<file path="config.mk">
export PLATFORM = sky130hd
export DESIGN_NAME = dmach_engine
export DESIGN_NICKNAME = d
export VERILOG_FILES = /design/src/rtl/dmach_pkg.sv /design/src/rtl/dmach_regs.sv /design/src/rtl/dmach_addr.sv /design/src/rtl/dmach_seq.sv /design/src/rtl/dmach_engine.sv
export SDC_FILE = /design/constraint.sdc
export NUM_CORES = 1
export LEC_CHECK = 0
export ABC_AREA = 1
export CAP_MARGIN = 20
export CELL_PAD_IN_SITES_DETAIL_PLACEMENT = 2
export CELL_PAD_IN_SITES_GLOBAL_PLACEMENT = 2
export CORE_ASPECT_RATIO = 1.2
export CORE_MARGIN = 5
export CORE_UTILIZATION = 38
export CTS_CLUSTER_SIZE = 8
export DETAILED_ROUTE_END_ITERATION = 8
export DONT_BUFFER_PORTS = 1
export PLACE_DENSITY_LB_ADDON = 0.1
export SKIP_LAST_GASP = 1
export SYNTH_ARGS = -nofsm -noshare
export SYNTH_HDL_FRONTEND = slang
export SYNTH_HIERARCHICAL = 1
export SYNTH_SLANG_ARGS = --single-unit
</file>
<file path="constraint.sdc">
create_clock -name clk -period 11.5 [get_ports clk]
set_clock_uncertainty 0.05 [all_clocks]
set_input_delay 1.725 -clock clk [delete_from_list [all_inputs] [get_ports clk]]
set_output_delay 1.725 -clock clk [all_outputs]
set_load 0.05 [all_outputs]
</file>
<file path="src/rtl/dmach_pkg.sv">
package dmach_pkg;
  localparam int ADDR_W      = 32;
  localparam int REG_W       = 32;
  localparam int BURST_W     = 6;
  localparam int BANK_BASE   = 128;
  localparam int BANK_STRIDE = 64;

  typedef enum logic [2:0] {ST_IDLE, ST_WAIT, ST_RD, ST_WR, ST_FIN} dmach_state_e;

  typedef enum logic [2:0] {
    OFF_SRC, OFF_DST, OFF_CNT, OFF_CTL, OFF_SEL, OFF_BLEN, OFF_TMO, OFF_CCNT
  } dmach_off_e;

  // bit 14 down to bit 0 of the control word
  typedef struct packed {
    logic       acrpt;
    logic [1:0] dmod;
    logic [1:0] smod;
    logic       dec;
    logic       msel;
    logic [1:0] dsiz;
    logic [1:0] ssiz;
    logic       ren;
    logic       rpt;
    logic       frc;
    logic       en;
  } dmach_ctrl_t;

  localparam int CTRL_W = $bits(dmach_ctrl_t);

  function automatic logic [2:0] size_bytes(input logic [1:0] code);
    case (code)
      2'd1:    return 3'd1;
      2'd2:    return 3'd2;
      default: return 3'd4;
    endcase
  endfunction

  function automatic logic [2:0] beat_width(input logic [1:0] s, input logic [1:0] d);
    logic [2:0] a, b;
    a = size_bytes(s);
    b = size_bytes(d);
    return (a < b) ? a : b;
  endfunction

  function automatic logic [ADDR_W-1:0] next_addr(input logic [ADDR_W-1:0] a,
                                                  input logic hold, input logic dec,
                                                  input logic [2:0] w);
    if (hold) return a;
    return dec ? a - ADDR_W'(w) : a + ADDR_W'(w);
  endfunction

  function automatic logic [BURST_W:0] burst_limit(input logic [BURST_W-1:0] b);
    return (b == '0) ? (BURST_W+1)'(1 << BURST_W) : {1'b0, b};
  endfunction
endpackage

</file>
<file path="src/rtl/dmach_regs.sv">
module dmach_regs import dmach_pkg::*; #(
  parameter int CHAN   = 0,
  parameter int CFG_AW = 12,
  parameter int CNT_W  = 24,
  parameter int SEL_W  = 5
) (
  input  logic              clk,
  input  logic              rst_n,
  input  logic              cfg_we,
  input  logic [CFG_AW-1:0] cfg_addr,
  input  logic [REG_W-1:0]  cfg_wdata,
  output logic [REG_W-1:0]  cfg_rdata,
  input  logic [CNT_W-1:0]  counter,
  input  logic              clr_en,
  input  logic              clr_rpt,
  input  logic              clr_frc,
  output logic              en,
  output logic              frc,
  output logic              rpt,
  output logic              ren,
  output logic              acrpt,
  output logic              src_hold,
  output logic              dst_hold,
  output logic              dec,
  output logic [1:0]        ssiz,
  output logic [1:0]        dsiz,
  output logic [ADDR_W-1:0] src_prog,
  output logic [ADDR_W-1:0] dst_prog,
  output logic [CNT_W-1:0]  count_prog,
  output logic [SEL_W-1:0]  sel,
  output logic [BURST_W-1:0] blen,
  output logic              start,
  output logic              sw_stop
);
  localparam logic [CFG_AW-1:0] BASE = CFG_AW'(BANK_BASE + CHAN * BANK_STRIDE);

  dmach_ctrl_t ctrl_q;
  logic        hit, wr;
  dmach_off_e  off;

  assign hit = (cfg_addr[CFG_AW-1:5] == BASE[CFG_AW-1:5]) && (cfg_addr[1:0] == 2'b00);
  assign off = dmach_off_e'(cfg_addr[4:2]);
  assign wr  = cfg_we && hit;

  assign start   = wr && (off == OFF_CTL) && cfg_wdata[0] && !ctrl_q.en;
  assign sw_stop = wr && (off == OFF_CTL) && !cfg_wdata[0] && ctrl_q.en;

  always_ff @(posedge clk) begin
    if (!rst_n) begin
      ctrl_q     <= '0;
      src_prog   <= '0;
      dst_prog   <= '0;
      count_prog <= '0;
      sel        <= '0;
      blen       <= '0;
    end else begin
      if (wr && off == OFF_SRC)  src_prog   <= cfg_wdata;
      if (wr && off == OFF_DST)  dst_prog   <= cfg_wdata;
      if (wr && off == OFF_CNT)  count_prog <= cfg_wdata[CNT_W-1:0];
      if (wr && off == OFF_SEL)  sel        <= cfg_wdata[SEL_W-1:0];
      if (wr && off == OFF_BLEN) blen       <= cfg_wdata[BURST_W-1:0];
      if (wr && off == OFF_CTL) begin
        ctrl_q <= dmach_ctrl_t'(cfg_wdata[CTRL_W-1:0]);
      end else begin
        if (clr_en)  ctrl_q.en  <= 1'b0;
        if (clr_rpt) ctrl_q.rpt <= 1'b0;
        if (clr_frc) ctrl_q.frc <= 1'b0;
      end
    end
  end

  always_comb begin
    cfg_rdata = '0;
    if (hit) begin
      unique case (off)
        OFF_SRC:  cfg_rdata = src_prog;
        OFF_DST:  cfg_rdata = dst_prog;
        OFF_CNT:  cfg_rdata = REG_W'(count_prog);
        OFF_CTL:  cfg_rdata = REG_W'(ctrl_q);
        OFF_SEL:  cfg_rdata = REG_W'(sel);
        OFF_BLEN: cfg_rdata = REG_W'(blen);
        OFF_CCNT: cfg_rdata = REG_W'(counter);
        default:  cfg_rdata = '0;
      endcase
    end
  end

  assign en       = ctrl_q.en;
  assign frc      = ctrl_q.frc;
  assign rpt      = ctrl_q.rpt;
  assign ren      = ctrl_q.ren;
  assign acrpt    = ctrl_q.acrpt;
  assign src_hold = ctrl_q.smod[1];
  assign dst_hold = ctrl_q.dmod[1];
  assign dec      = ctrl_q.dec;
  assign ssiz     = ctrl_q.ssiz;
  assign dsiz     = ctrl_q.dsiz;
endmodule

</file>
<file path="src/rtl/dmach_addr.sv">
module dmach_addr import dmach_pkg::*; (
  input  logic              clk,
  input  logic              rst_n,
  input  logic              load,
  input  logic [ADDR_W-1:0] load_val,
  input  logic              step,
  input  logic              hold,
  input  logic              dec,
  input  logic [2:0]        width,
  output logic [ADDR_W-1:0] addr
);
  always_ff @(posedge clk) begin
    if (!rst_n)    addr <= '0;
    else if (load) addr <= load_val;
    else if (step) addr <= next_addr(addr, hold, dec, width);
  end

  assert_fifo_hold_R5: assert property (@(posedge clk) disable iff (!rst_n)
    (step && !load && hold) |=> $stable(addr));

  assert_linear_moves_R5: assert property (@(posedge clk) disable iff (!rst_n)
    (step && !load && !hold) |=> (addr != $past(addr)));
endmodule

</file>
<file path="src/rtl/dmach_seq.sv">
module dmach_seq import dmach_pkg::*; #(
  parameter int CNT_W = 24,
  parameter int NREQ  = 32,
  parameter int SEL_W = 5
) (
  input  logic               clk,
  input  logic               rst_n,
  input  logic               en,
  input  logic               ren,
  input  logic               frc,
  input  logic               rpt,
  input  logic               acrpt,
  input  logic [CNT_W-1:0]   count_prog,
  input  logic [BURST_W-1:0] blen,
  input  logic [SEL_W-1:0]   sel,
  input  logic [NREQ-1:0]    dreq,
  input  logic               start,
  input  logic               sw_stop,
  input  logic               rd_ack,
  input  logic               wr_ack,
  input  logic [2:0]         width,
  output logic               rd_req,
  output logic               wr_req,
  output logic               done,
  output logic [CNT_W-1:0]   counter,
  output logic               clr_en,
  output logic               clr_rpt,
  output logic               clr_frc,
  output logic               addr_load,
  output logic               addr_step
);
  localparam int BC_W = BURST_W + 2;

  dmach_state_e     state_q, state_d;
  logic [CNT_W-1:0] counter_d, cur_cnt_q, cur_cnt_d;
  logic [BC_W-1:0]  burst_q, burst_d, burst_sum;
  logic [CNT_W:0]   cnt_sum;
  logic             reached, burst_end, go;

  assign cnt_sum   = {1'b0, counter} + (CNT_W+1)'(width);
  assign reached   = cnt_sum >= {1'b0, cur_cnt_q};
  assign burst_sum = burst_q + BC_W'(width);
  assign burst_end = burst_sum >= BC_W'(burst_limit(blen));
  assign go        = !ren || dreq[sel] || frc;

  always_comb begin
    state_d   = state_q;
    counter_d = counter;
    cur_cnt_d = cur_cnt_q;
    burst_d   = burst_q;
    clr_en    = 1'b0;
    clr_rpt   = 1'b0;
    clr_frc   = 1'b0;
    addr_load = 1'b0;
    addr_step = 1'b0;
    if (sw_stop) begin
      state_d = ST_IDLE;
    end else if (start) begin
      state_d   = ST_WAIT;
      addr_load = 1'b1;
      counter_d = '0;
      cur_cnt_d = count_prog;
    end else begin
      unique case (state_q)
        ST_WAIT: begin
          if (counter >= cur_cnt_q) state_d = ST_FIN;
          else if (go) begin
            state_d = ST_RD;
            burst_d = '0;
            clr_frc = frc;
          end
        end
        ST_RD: if (rd_ack) state_d = ST_WR;
        ST_WR: begin
          if (wr_ack) begin
            addr_step = 1'b1;
            counter_d = cnt_sum[CNT_W-1:0];
            burst_d   = burst_sum;
            if (reached)        state_d = ST_FIN;
            else if (burst_end) state_d = ST_WAIT;
            else                state_d = ST_RD;
          end
        end
        ST_FIN: begin
          if (rpt) begin
            addr_load = 1'b1;
            counter_d = '0;
            cur_cnt_d = count_prog;
            clr_rpt   = acrpt;
            state_d   = ST_WAIT;
          end else begin
            clr_en  = 1'b1;
            state_d = ST_IDLE;
          end
        end
        default: state_d = ST_IDLE;
      endcase
    end
  end

  always_ff @(posedge clk) begin
    if (!rst_n) begin
      state_q   <= ST_IDLE;
      counter   <= '0;
      cur_cnt_q <= '0;
      burst_q   <= '0;
    end else begin
      state_q   <= state_d;
      counter   <= counter_d;
      cur_cnt_q <= cur_cnt_d;
      burst_q   <= burst_d;
    end
  end

  assign rd_req = (state_q == ST_RD);
  assign wr_req = (state_q == ST_WR);
  assign done   = (state_q == ST_FIN);

  assert_rd_hold_R3: assert property (@(posedge clk) disable iff (!rst_n)
    (rd_req && !rd_ack && !sw_stop) |=> rd_req);

  assert_wr_hold_R3: assert property (@(posedge clk) disable iff (!rst_n)
    (wr_req && !wr_ack && !sw_stop) |=> wr_req);

  assert_paced_start_R6: assert property (@(posedge clk) disable iff (!rst_n)
    (state_q == ST_WAIT && ren && !dreq[sel] && !frc && !start && !sw_stop) |=> !rd_req);

  assert_done_stops_R7: assert property (@(posedge clk) disable iff (!rst_n)
    (done && !rpt && !sw_stop) |=> (!en && !done));

  assert_repeat_reload_R8: assert property (@(posedge clk) disable iff (!rst_n)
    (done && rpt && !sw_stop) |=> (counter == '0));

  assert_stop_quiet_R9: assert property (@(posedge clk) disable iff (!rst_n)
    sw_stop |=> (!rd_req && !wr_req && !done));
endmodule

</file>
<file path="src/rtl/dmach_engine.sv">
module dmach_engine import dmach_pkg::*; #(
  parameter int CHAN   = 0,
  parameter int CFG_AW = 12,
  parameter int NREQ   = 32,
  parameter int CNT_W  = 24,
  parameter int DW     = 32
) (
  input  logic              clk,
  input  logic              rst_n,
  input  logic              cfg_we,
  input  logic [CFG_AW-1:0] cfg_addr,
  input  logic [REG_W-1:0]  cfg_wdata,
  output logic [REG_W-1:0]  cfg_rdata,
  input  logic [NREQ-1:0]   dreq,
  output logic              rd_req,
  output logic [ADDR_W-1:0] rd_addr,
  input  logic              rd_ack,
  input  logic [DW-1:0]     rd_data,
  output logic              wr_req,
  output logic [ADDR_W-1:0] wr_addr,
  output logic [DW-1:0]     wr_data,
  input  logic              wr_ack,
  output logic [2:0]        beat_len,
  output logic              done
);
  localparam int SEL_W = (NREQ > 1) ? $clog2(NREQ) : 1;

  logic en, frc, rpt, ren, acrpt, src_hold, dst_hold, dec;
  logic [1:0] ssiz, dsiz;
  logic [ADDR_W-1:0] src_prog, dst_prog;
  logic [CNT_W-1:0]  count_prog, counter;
  logic [SEL_W-1:0]  sel;
  logic [BURST_W-1:0] blen;
  logic start, sw_stop, clr_en, clr_rpt, clr_frc, addr_load, addr_step;
  logic [2:0] width;
  logic [DW-1:0] data_q;

  logic [1:0][ADDR_W-1:0] side_prog, side_addr;
  logic [1:0]             side_hold;

  assign width     = beat_width(ssiz, dsiz);
  assign beat_len  = width;
  assign side_prog = {dst_prog, src_prog};
  assign side_hold = {dst_hold, src_hold};

  dmach_regs #(.CHAN(CHAN), .CFG_AW(CFG_AW), .CNT_W(CNT_W), .SEL_W(SEL_W)) u_regs (
    .clk, .rst_n, .cfg_we, .cfg_addr, .cfg_wdata, .cfg_rdata, .counter,
    .clr_en, .clr_rpt, .clr_frc, .en, .frc, .rpt, .ren, .acrpt,
    .src_hold, .dst_hold, .dec, .ssiz, .dsiz, .src_prog, .dst_prog,
    .count_prog, .sel, .blen, .start, .sw_stop
  );

  dmach_seq #(.CNT_W(CNT_W), .NREQ(NREQ), .SEL_W(SEL_W)) u_seq (
    .clk, .rst_n, .en, .ren, .frc, .rpt, .acrpt, .count_prog, .blen, .sel,
    .dreq, .start, .sw_stop, .rd_ack, .wr_ack, .width, .rd_req, .wr_req,
    .done, .counter, .clr_en, .clr_rpt, .clr_frc, .addr_load, .addr_step
  );

  for (genvar s = 0; s < 2; s++) begin : g_side
    dmach_addr u_addr (
      .clk, .rst_n, .load(addr_load), .load_val(side_prog[s]), .step(addr_step),
      .hold(side_hold[s]), .dec, .width, .addr(side_addr[s])
    );
  end

  assign rd_addr = side_addr[0];
  assign wr_addr = side_addr[1];

  always_ff @(posedge clk) begin
    if (!rst_n)               data_q <= '0;
    else if (rd_req && rd_ack) data_q <= rd_data;
  end

  assign wr_data = data_q;
endmodule

</file>
==> impl_metrics.ini <==
[route]
final_antenna_net_count = 0
firstDrtPassIters = 5
vias = 20730
drt-wirelength-per-cell_um = 21.95
routed_wl_um = 84530
drc = 0
dr.first_iter.drc_count = 965
via_per_inst = 5.384

[setup_path]
startpoint_type = input pin
cp_cell_sequence = nor2_1 -> nand2_2 -> inv_2 -> nand2_1 -> o211ai_1 -> nor2_1 -> nor2_1
slowest_delay_ns = 0.87
arrival_ns = 4.02
setup.worst_path.class = in2out
slowest_stage = nor2_1
required_ns = 9.73
end_kind = primary output
cp_max_fo = 29
crit_top_cell = nor2_1

[place]
hpwl_um = 65500
port_buffers = 0
gp_congestion = 0.8882

[clock_tree]
cts_max_level = 2
clkTransAtPathRegs_ns = 0.05
postCtsSetupRepairBufs = 0
postCtsHoldBufs = 0
insertion_delay_ns = 0.56
cts_root_buf = clkbuf_16
cts_sinks = 269
cts_tree = yes
post_cts_resized = 0
cts_buffers = 40
clockBufferDepth = 3

[yosys]
syn_nets = 3451
syn_avg_cell_area_um2 = 6.191
yosysUniqueCellTypes = 53
ys_ff_latch = 269
ys_seq_area_frac = 0.2724
ys_warn_count = 6
synth_cells = 3194
syn_area_um2 = 19770

[outcome]
outcome = finished clean

[layout]
diodes = 0
regArea_um2 = 5385
multi_input_area_um2 = 11860
nNetsFinal = 3404
final_cell_mix = nand2_1 (943), inv_1 (504), nor2_1 (426), dfxtp_1 (269), a21oi_1 (196)
final_common_cell = nand2_1
area_growth_pct = 8.423
drive_above_1_share = 0.06848
fillers = 6524
finish.utilization = 0.4166

[sta]
finalCritPeriodShare = 0.5041
relSlewSlack = 0.2220
rsz0062_at_grt = false
tightest_slew_ns = 1.163
hold_viol_final = 0
setup_viol = 0
finalMaxSlewViolations = 0
final.setup.tns_ns = 0
fmax_mhz = 172.5
period_minus_slack_ns = 5.797

[floorplanning]
num_rows = 91
die_area_um2 = 56710
die_h_um = 259.9
die_x_um = 218.2
core_um2 = 51460
start_util = 0.3842
io_pins = 247

[power]
p_per_area_nw_per_um2 = 96.46
ir_drop_mv = 0.08482
p_leak_nw = 10.43

[grt]
antenna_found_initial = 3
grt-ovfl-total = 0
grtUsageTotal = 0.2887
grt_max_degree = 151
grt_pass1_wl_um = 129600
grt_pass1_vias = 23050

[job]
maxCapViolCount = 0

[hold_path]
hp-class = reg2reg
[worst max-delay path, delay by kind of cell]
family,cells,cell delay (ns)
buffers and inverters,1,0.56
AO/OA/AOI/OAI,1,0.17
AND/OR/NAND/NOR,5,1.54
[routing by layer]
layer	global-route usage	vias to the layer above	wire [µm]
met4	0.1225	6	3772
li1	-	9878	-
met5	0	-	34
met1	0.3171	10290	32960
met3	0.06101	172	4513
met2	0.5349	383	43250
[kinds of logic after synthesis]
group	synth area share
buffers and inverters	0.1307
and+or+nand+nor	0.3537
xor gates and xnor gates	0.02430
DFF	0.2724
adders and majority gates	0.09264
AOI/OAI and AO/OA	0.1263
[sequential cells by signal (all words and copies together), names as in the netlist, 3 cells and up]
signal and flops:
wr_data 32, u_regs/count_prog 24, u_regs/ctrl_q 3, u_seq/state_q 3
u_regs/sel 5, u_regs/src_prog 32, u_seq/cur_cnt_q 24, u_regs/blen 6
u_seq/burst_q 8, u_seq/counter 24, g_side.u_addr/addr 64, u_regs/dst_prog 32
[per-stage QoR]
step | instance area [µm²] | instances | power [mW] | worst slack (ns) | hold slack (ns)
after floorplan | 19770 | 3194 | 0.9851 | 6.540 | 0.3999
after global placement | 20210 | 3793 | 0.9848 | 5.704 | 0.4145
after detailed placement | 20260 | 3797 | 0.9871 | 5.607 | 0.4315
after CTS | 21360 | 3846 | 2.093 | 5.605 | 0.4391
after global routing | 21440 | 3851 | 2.135 | 5.498 | 0.4601
final | 21440 | 3851 | 2.068 | 5.703 | 0.4386
[final timing paths]
| check | startpoint | endpoint | slack, ns | cells past startpoint |
|---|---|---|---|---|
| setup / recovery | cfg_addr[3] | cfg_rdata[13] | 5.70 | 7 |
| hold / removal | u_regs/src_prog[8] | u_regs/src_prog[8] | 0.44 | 2 |
| setup reg to reg | u_regs/dsiz[0] | u_seq/state_q[0] | 5.90 | 31 |
| hold reg to reg | u_regs/src_prog[8] | u_regs/src_prog[8] | 0.44 | 2 |
[synthesized netlist by cell type, drive strengths merged]
master / number / area [µm²]
o31ai: 1 / 12.51
o211ai: 6 / 45.04
dfxtp: 269 / 5385
ha: 140 / 1752
fa: 4 / 80.08
a31oi: 20 / 125.1
o21ai: 83 / 426.7
a22o: 40 / 350.3
xnor2: 9 / 86.34
clkinv: 5 / 20.01
nor2: 445 / 1728
a21oi: 217 / 1165
o22ai: 41 / 256.5
nand2: 991 / 3840
a21o: 4 / 30.03
nor3: 19 / 160.2
xor2: 45 / 394.1
or2: 5 / 33.79
and2: 3 / 18.77
o21a: 3 / 22.52
buf: 80 / 467.9
nand3: 135 / 750.7
inv: 520 / 1954
o21bai: 8 / 63.81
nand3b: 9 / 83.83
nand4: 55 / 344.1
nor4: 3 / 33.78
clkbuf: 34 / 142.6
[power by group]
group | leakage [nW] | switching (mW) | internal, mW
clock | 0.542 | 0.449 | 0.649
sequential | 2.17 | 0.000100 | 0.933
combinational | 7.72 | 0.0275 | 0.00866
[layout make-up]
class / instances / share of cell area
sequential: 269 / 0.2512
tap: 697 / 0.04068
multi-input combinational: 2286 / 0.5531
timing repair buffer: 25 / 0.01179
clock inverter: 3 / 0.001051
inverter: 525 / 0.09210
clock buffer: 46 / 0.05013
No activity file was read; power rests on OpenSTA's default activity.
